[src/rtl/rxflow_pkg.sv]
package rxflow_pkg;

    // Events decided in one cycle by the control logic
    typedef struct packed {
        logic wr_acc;
        logic rd_acc;
        logic set_stop;
        logic drop_stop;
        logic new_ovr;
    } flow_ev_t;

    localparam flow_ev_t FLOW_EV_NONE = '{default: 1'b0};

endpackage

[src/rtl/rxflow_ring.sv]
module rxflow_ring #(
    parameter int DATA_W = 8,
    parameter int ADDR_W = 8
) (
    input  logic              clk,
    input  logic              wr_en,
    input  logic [ADDR_W-1:0] wr_addr,
    input  logic [DATA_W-1:0] wr_data,
    input  logic [ADDR_W-1:0] rd_addr,
    output logic [DATA_W-1:0] rd_data
);
    localparam int ENTRIES = 1 << ADDR_W;

    logic [DATA_W-1:0] cells_q [ENTRIES];

    always_ff @(posedge clk) begin
        if (wr_en) begin
            cells_q[wr_addr] <= wr_data;
        end
    end

    assign rd_data = cells_q[rd_addr];
endmodule

[src/rtl/rxflow_txgate.sv]
module rxflow_txgate #(
    parameter int STAGES = 1
) (
    input  logic clk,
    input  logic rst_n,
    input  logic cts_in,
    output logic tx_en
);
    generate
        if (STAGES <= 1) begin : g_single
            logic en_q;
            always_ff @(posedge clk or negedge rst_n) begin
                if (!rst_n) en_q <= 1'b0;
                else        en_q <= ~cts_in;
            end
            assign tx_en = en_q;
        end else begin : g_chain
            logic [STAGES-1:0] en_q;
            always_ff @(posedge clk or negedge rst_n) begin
                if (!rst_n) en_q <= '0;
                else        en_q <= {en_q[STAGES-2:0], ~cts_in};
            end
            assign tx_en = en_q[STAGES-1];
        end
    endgenerate
endmodule

[src/rtl/rxflow_ctrl.sv]
module rxflow_ctrl
    import rxflow_pkg::*;
#(
    parameter int PTR_W        = 8,
    parameter int STOP_ON_LVL  = 240,
    parameter int GO_BELOW_LVL = 128
) (
    input  logic             clk,
    input  logic             rst_n,
    input  logic             rx_strobe,
    input  logic             rd_req,
    input  logic             force_stop,
    input  logic             overrun_clr,
    output logic [PTR_W-1:0] wr_ptr,
    output logic [PTR_W-1:0] rd_ptr,
    output logic             wr_en,
    output logic             rd_ok,
    output logic [PTR_W-1:0] fill,
    output logic             stop_req,
    output logic             overrun
);
    localparam logic [PTR_W-1:0] HI_L = PTR_W'(STOP_ON_LVL);
    localparam logic [PTR_W-1:0] LO_L = PTR_W'(GO_BELOW_LVL);

    typedef struct packed {
        logic [PTR_W-1:0] wr_ptr;
        logic [PTR_W-1:0] rd_ptr;
        logic             stop;
        logic             ovr;
    } ctrl_st_t;

    ctrl_st_t         st_d, st_q;
    flow_ev_t         ev_d;
    logic [PTR_W-1:0] fill_d;
    logic [PTR_W-1:0] next_fill_d;
    logic             empty_d, full_d;

    always_comb begin
        fill_d      = st_q.wr_ptr - st_q.rd_ptr;
        empty_d     = (fill_d == '0);
        full_d      = (fill_d == '1);

        ev_d        = FLOW_EV_NONE;
        ev_d.wr_acc = rx_strobe & ~full_d;
        ev_d.rd_acc = rd_req & ~empty_d;
        ev_d.new_ovr = rx_strobe & full_d;

        next_fill_d = fill_d + PTR_W'(ev_d.wr_acc) - PTR_W'(ev_d.rd_acc);

        ev_d.set_stop  = force_stop | (ev_d.wr_acc & (next_fill_d >= HI_L));
        ev_d.drop_stop = ev_d.rd_acc & (next_fill_d < LO_L) & ~force_stop;

        st_d = st_q;
        if (ev_d.wr_acc) st_d.wr_ptr = st_q.wr_ptr + 1'b1;
        if (ev_d.rd_acc) st_d.rd_ptr = st_q.rd_ptr + 1'b1;
        st_d.stop = ev_d.set_stop | (st_q.stop & ~ev_d.drop_stop);
        st_d.ovr  = ev_d.new_ovr  | (st_q.ovr & ~overrun_clr);
    end

    always_ff @(posedge clk or negedge rst_n) begin
        if (!rst_n) st_q <= '0;
        else        st_q <= st_d;
    end

    assign wr_ptr   = st_q.wr_ptr;
    assign rd_ptr   = st_q.rd_ptr;
    assign wr_en    = ev_d.wr_acc;
    assign rd_ok    = ev_d.rd_acc;
    assign fill     = fill_d;
    assign stop_req = st_q.stop;
    assign overrun  = st_q.ovr;
endmodule

[src/rtl/rxflow_buffer.sv]
module rxflow_buffer #(
    parameter int DATA_W       = 8,
    parameter int PTR_W        = 8,
    parameter int STOP_ON_LVL  = 240,
    parameter int GO_BELOW_LVL = 128,
    parameter int CTS_STAGES   = 1
) (
    input  logic              clk,
    input  logic              rst_n,
    input  logic              rx_strobe,
    input  logic [DATA_W-1:0] rx_byte,
    input  logic              rd_req,
    output logic [DATA_W-1:0] rd_data,
    output logic              rd_valid,
    input  logic              force_stop,
    input  logic              overrun_clr,
    input  logic              peer_cts,
    output logic              stop_req,
    output logic              tx_en,
    output logic              overrun
);
    logic [PTR_W-1:0] wr_ptr_w, rd_ptr_w, fill_lvl;
    logic             wr_en_w;

    rxflow_ctrl #(
        .PTR_W       (PTR_W),
        .STOP_ON_LVL (STOP_ON_LVL),
        .GO_BELOW_LVL(GO_BELOW_LVL)
    ) ctrl_i (
        .clk        (clk),
        .rst_n      (rst_n),
        .rx_strobe  (rx_strobe),
        .rd_req     (rd_req),
        .force_stop (force_stop),
        .overrun_clr(overrun_clr),
        .wr_ptr     (wr_ptr_w),
        .rd_ptr     (rd_ptr_w),
        .wr_en      (wr_en_w),
        .rd_ok      (rd_valid),
        .fill       (fill_lvl),
        .stop_req   (stop_req),
        .overrun    (overrun)
    );

    rxflow_ring #(
        .DATA_W(DATA_W),
        .ADDR_W(PTR_W)
    ) ring_i (
        .clk    (clk),
        .wr_en  (wr_en_w),
        .wr_addr(wr_ptr_w),
        .wr_data(rx_byte),
        .rd_addr(rd_ptr_w),
        .rd_data(rd_data)
    );

    rxflow_txgate #(
        .STAGES(CTS_STAGES)
    ) txgate_i (
        .clk   (clk),
        .rst_n (rst_n),
        .cts_in(peer_cts),
        .tx_en (tx_en)
    );
endmodule

[config.mk]
export PLATFORM = sky130hd
export DESIGN_NAME = rxflow_buffer
export DESIGN_NICKNAME = d
export VERILOG_FILES = /design/src/rtl/rxflow_pkg.sv /design/src/rtl/rxflow_ring.sv /design/src/rtl/rxflow_txgate.sv /design/src/rtl/rxflow_ctrl.sv /design/src/rtl/rxflow_buffer.sv
export SDC_FILE = /design/constraint.sdc
export NUM_CORES = 2
export LEC_CHECK = 0
export ABC_AREA = 1
export BUFFER_PORTS_ARGS = -buffer_cell sky130_fd_sc_hd__buf_4
export CAP_MARGIN = 20
export CORE_ASPECT_RATIO = 0.8
export CORE_MARGIN = 5
export CORE_UTILIZATION = 50
export CTS_CLUSTER_DIAMETER = 100
export DETAILED_ROUTE_END_ITERATION = 10
export MAX_ROUTING_LAYER = met4
export PLACE_DENSITY = 0.61
export SLEW_MARGIN = 25
export SYNTH_ARGS = -nofsm -noshare
export SYNTH_HDL_FRONTEND = slang
export SYNTH_HIERARCHICAL = 1
export SYNTH_SLANG_ARGS = --single-unit
[constraint.sdc]
create_clock -name clk -period 5.4 [get_ports clk]
set_input_delay 1.62 -clock clk [delete_from_list [all_inputs] [get_ports clk]]
set_output_delay 1.62 -clock clk [all_outputs]
set_load 0.05 [all_outputs]
### After elaboration in Yosys (flattened, before gate mapping)

Memories as Yosys holds them, arrays and structs flattened.
Cells that the tools add are included.

| storage, ports and cells | value |
|---|---|
| bits in registers | 19 |
| bits in writable memories | 2048 |
| input port bits | 15 |
| output and inout bits | 12 |
| word-level logic and storage cells | 34 |
| memories | 1 |

Memories:

| name | depth | bits a word | rd ports | clocked after Yosys merged registers in | write ports | RTL line | RTL |
|---|---|---|---|---|---|---|---|
| ring_i.cells_q | 256 | 8 | 1 | 0 | 1 | rxflow_ring.sv:14 | `logic [DATA_W-1:0] cells_q [ENTRIES];` |

| operators by class | value |
|---|---|
| $add $sub $neg | 5 |
| $lt $le $gt $ge | 2 |
| eq/ne operators | 1 |
| muxes and demuxes | 2 |
| bitwise operators | 17 |
| reduce and logical (&&, ||, !) cells | 1 |

Operator list:

| kind | number |
|---|---|
| adder 8 x 1 -> 8 bit, second input constant | 2 |
| adder 8 x 1 -> 8 bit | 1 |
| AND 1 bit | 8 |
| equality test 8 bit, second input constant | 1 |
| greater-or-equal comparator 8 bit, second input constant | 1 |
| logical NOT 8 bit | 1 |
| < comparator 8 bit, second input constant | 1 |
| subtractor 8 x 1 -> 8 bit | 1 |
| subtractor 8 bit | 1 |
| NOT 1 bit | 6 |
| OR 1 bit | 3 |
| 2-to-1 mux 1 bit | 2 |

### Longest topological paths before layout

| depth | value |
|---|---|
| depth after elaboration | 12 |
| gate-level depth with buffers | 28 |
| depth with buffers taken out | 28 |

### By module

The synthesis kept the hierarchy.

By module, submodules not included:

| module | times used | cells an instance | area each (um2) | sequential area each (um2) |
|---|---|---|---|---|
| rxflow_ring | 1 | 6995 | 83236.1 | 61499.0 |
| rxflow_ctrl | 1 | 194 | 1622.8 | 450.4 |
| rxflow_txgate | 1 | 2 | 28.8 | 25.0 |

### Least setup slack after synthesis

Ideal clock, no wire load.

| timing path | value |
|---|---|
| path kind | flip-flop to output port |
| start | reg ctrl_i.st_q, in the netlist ctrl_i/wr_ptr[0] |
| end | out rd_valid |
| data arrival time | 2351 ps |
| data required time | 3780 ps |
| slack | 1429 ps |
| stages on the path, launching flop included | 15 |
| cells stage by stage | dfrtp_1 > inv_1 > ha_1 > inv_1 > fa_1 > a21oi_1 > o21bai_2 > a21oi_1 > o21bai_2 > xor2_1 > inv_1 > ha_1 > nand4_1 > nand2_2 > inv_4 |

| between the ends | value |
|---|---|
| cells in the longest elaborated chain, start to end | 4 |

Ends and longest elaborated chain:

| element | RTL line | RTL |
|---|---|---|
| start, declared | rxflow_ctrl.sv:32 | `ctrl_st_t st_d, st_q;` |
| start signal, assigned | rxflow_ctrl.sv:62 | `else st_q <= st_d;` |
| subtractor 8 bit | rxflow_ctrl.sv:39 | `fill_d = st_q.wr_ptr - st_q.rd_ptr;` |
| net fill_lvl[6] | rxflow_buffer.sv:22 | `logic [PTR_W-1:0] wr_ptr_w, rd_ptr_w, fill_lvl;` |
| logical NOT 8 bit | rxflow_ctrl.sv:40 | `empty_d = (fill_d == '0);` |
| NOT 1 bit | rxflow_ctrl.sv:45 | `ev_d.rd_acc = rd_req & ~empty_d;` |
| AND 1 bit | rxflow_ctrl.sv:45 |  |
| end, declared | rxflow_buffer.sv:14 | `output logic rd_valid,` |

The timed path passes the listed nets, and every way through them passes these cells.

### Worst setup path after layout

| timing path | value |
|---|---|
| start | reg ctrl_i.st_q, in the netlist ctrl_i/rd_ptr[5] |
| end | out rd_data[0] |

| between the ends | value |
|---|---|
| cells in the longest elaborated chain, start to end | 1 |

Ends and longest elaborated chain:

| element | RTL line | RTL |
|---|---|---|
| memory (256 x 8 bit) | - |  |
| end, declared | rxflow_buffer.sv:13 | `output logic [DATA_W-1:0] rd_data,` |

Every way passes these cells.

==> results.yml <==
run_status:
  outcome: "finished, violations left"
  failed_checks: "negative setup slack"
drt:
  avgRoutedWirePerCell_um: 24.9
  topRoutingLayerUsed: "met4"
  drtPass1Iterations: 6
  via_per_inst: 5.91
  wl_met2_mm: 104
  drt-initial-drc-count: 7662
  routed_wirelength_mm: 238
  antenna_left: 0
  met3RoutedLength_mm: 23.8
  num_vias: 56500
  drc_errors: 0
  wl_met1_mm: 103
pwr:
  vdd_drop_max_mv: 0.469
  leakage_nw: 33.2
  finalPower_mw: 52.5
  power_density_nw_per_um2: 552
critical_path:
  crit_chain: "inv_1 -> buf_4 -> nand3_1 -> nand3_2 -> nand2_1 -> nand2_2 -> nand2_1 -> buf_4"
  critPathKind: "flip-flop to primary output"
  cp_slowest_cell: "inv_1"
  r2r_slack_ns: 0.66
  slowest_delay_ns: 0.80
  critPathRequiredTime_ns: 3.78
  critPathArrivalTime_ns: 3.79
  worstSetupEndpointType: "primary output"
  worstPathMaxFanout: 17
  crit_buf_inv: 3
  crit_path_start_kind: "flip-flop"
  path_delay_family: "buffers and inverters"
placement:
  place_ws_ns: 0.427
  globalplace.congestion: 0.870
  hpwl_mm: 135
  port_buffers: 26
synthesis:
  synth-seq-cells: 2067
  synth_cells: 7191
  synth.area.top_cells: "edfxtp_1 72%, nand3_1 12%, nand2_1 9.5%"
  synth_compound_area_share_pct: 0.130
  synth-adder-area-share_pct: 0.363
  synth_ff_type: "edfxtp_1"
  yosysMostFrequentCell: "nand2_1"
  muxShareOfSynthArea_pct: 0
  synthTopCellsByCount: "2155 x nand2_1, 2048 x edfxtp_1, 2031 x nand3_1"
  yosysSeqAreaShare_pct: 73.0
  synth-simple-area-share_pct: 23.0
  avgSynthCellArea_um2: 11.8
  synth_xor_area_share_pct: 0.217
  yosys.area.top_type: "edfxtp_1"
  async_reset_ff_share_pct: 0.919
  synth_top_area_share_pct: 72.4
  synth_top_family_by_area: "simple AND/OR/NAND/NOR gates"
  syn_area_um2: 84900
  synth_nets: 7230
  yosys.cell_types.count: 38
  yosysWarnings: 6
  synth-edff-count: 2048
die:
  start_util_pct: 50.2
  dieWidth_um: 471
  die_y_um: 379
  dieArea_um2: 178000
  core_um2: 169000
  row_count: 135
  boundaryPins: 27
sta:
  fin_hold_ws_ns: 0.483
  max_freq_ghz: 0.185
  max_slew_margin_pct: 28.6
  setup_ws_ns: -0.00723
  hold_violations: 0
  setup_viol: 1
  skew_ns: 0.0351
  rsz0062_at_grt: "true"
  worst_slew_pin_slew_ns: 1.07
  slew_viol_final: 0
  min_period_ns: 5.41
  finalCritPeriodShare_pct: 100
worst_hold_path:
  hold_path.class: "flip-flop to flip-flop"
clocking:
  cts.hold.buffers_added: 0
  clock-sinks: 2067
  clk_latency_ns: 0.83
  h-tree-depth: 4
  clk_path_buf_depth: 3
  root_buffer: "clkbuf_16"
  cts_tree: "built"
  clk_pin_slew_ns: 0.06
  numCtsBuffers: 199
global_routing:
  grt_pass1_vias: 52500
  antenna_found_initial: 6
  grt_usage_pct: 27.0
  grt_pass1_wl_mm: 350
  grt_max_degree: 142
  gr-total-overflow: 0
cells_and_area:
  drive_above_1_share_pct: 7.81
  areaGrowthSynthToFinish_pct: 11.9
  nets: 7174
  post-route-util_pct: 56.2
run:
  cap_viol_max_count: 0
==> where the power goes <==
| group | switching (mW) | total, mW | internal (mW) |
|---|---|---|---|
| Clock | 5.93 | 13.8 | 7.90 |
| Sequential | 0.251 | 18.1 | 17.9 |
| Combinational | 14.5 | 20.5 | 6.00 |
| Total | 20.7 | 52.5 | 31.8 |
==> worst paths after layout <==
kind,start,endpoint,depth (start not counted)
worst min register to register,ctrl_i/stop_req,ctrl_i/stop_req,2
min in group asynchronous,rst_n,ctrl_i/rd_ptr[0],1
worst min-delay path,ctrl_i/stop_req,ctrl_i/stop_req,2
max in group asynchronous,rst_n,ctrl_i/rd_ptr[3],1
worst max-delay path,ctrl_i/rd_ptr[5],rd_data[0],8
worst max register to register,ctrl_i/rd_ptr[2],ring_i/cells_q[69][5],17
==> state kept, by name (all words and copies together), names as in the netlist <==
register         flops
ring_i/cells_q    2048
ctrl_i/wr_ptr        8
ctrl_i/stop_req      1
ctrl_i/rd_ptr        8
txgate_i/tx_en       1
ctrl_i/overrun       1
==> placed cells by master, fill, tap and decap left out, types with 9 or more instances in the layout <==
master / instances
buf_4: 118
inv_6: 9
bufinv_16: 19
inv_1: 65
clkbuf_16: 211
clkinv_2: 28
nand2_1: 2146
ha_1: 23
nor2_1: 291
buf_12: 52
buf_6: 14
nand3_2: 33
a21oi_1: 9
edfxtp_1: 2048
clkbuf_1: 52
dfrtp_1: 14
nand2_2: 11
clkinv_1: 43
xor2_1: 15
buf_8: 12
nand3_1: 2001
buf_16: 18
==> metrics by stage <==
| step | cells | setup TNS, ns | area (µm²) |
|---|---|---|---|
| 6_report | 9561 | -0.00723 | 95000 |
| 5_1_grt | 9560 | -0.0445 | 95000 |
| 4_1_cts | 9551 | 0 | 94600 |
| 3_5_place_dp | 9162 | 0 | 87700 |
| 3_3_place_gp | 9162 | 0 | 87700 |
| 2_1_floorplan | 7191 | 0 | 84900 |
==> routing by layer <==
layer  global-route usage [%]  up-vias
met5                        -        -
met4                     7.98        0
met3                     5.30      391
met2                     38.3     2758
met1                     39.8    28000
li1                         -    25400
==> tightest hold or removal path: cells and delay by family (launching register included) <==
kind | cells | cell delay (ns)
AO/OA/AOI/OAI | 1 | 0.07
flip-flops | 1 | 0.34
AND/OR/NAND/NOR | 1 | 0.04
==> logic make-up after synthesis <==
group,Yosys count
simple gates,4502
flops,2067
buf+inv,559
fa+ha+maj,24
xor+xnor,21
compound gates,18
==> area by class of cell <==
| cell class | count | area [µm²] |
|---|---|---|
| repair inverters | 2 | 20.0 |
| clock buffers | 260 | 5380 |
| well taps | 2260 | 2830 |
| diodes | 5 | 12.5 |
| fillers | 13900 | 74100 |
| multi-input cells | 4565 | 20400 |
| clock inverters | 102 | 1020 |
| inverters | 76 | 345 |
| flip-flops and latches | 2067 | 62000 |
| repair buffers | 224 | 3050 |
==> repair_timing <==
item / CTS / global route
setup endpoints to repair: 9 / 9
buffers inserted: 19 / 0
gates resized for setup: 40 / 45
cloned: 8 / 5
endpoints found under the hold margin: 0 / 0
(Power assumes the default switching activity.)
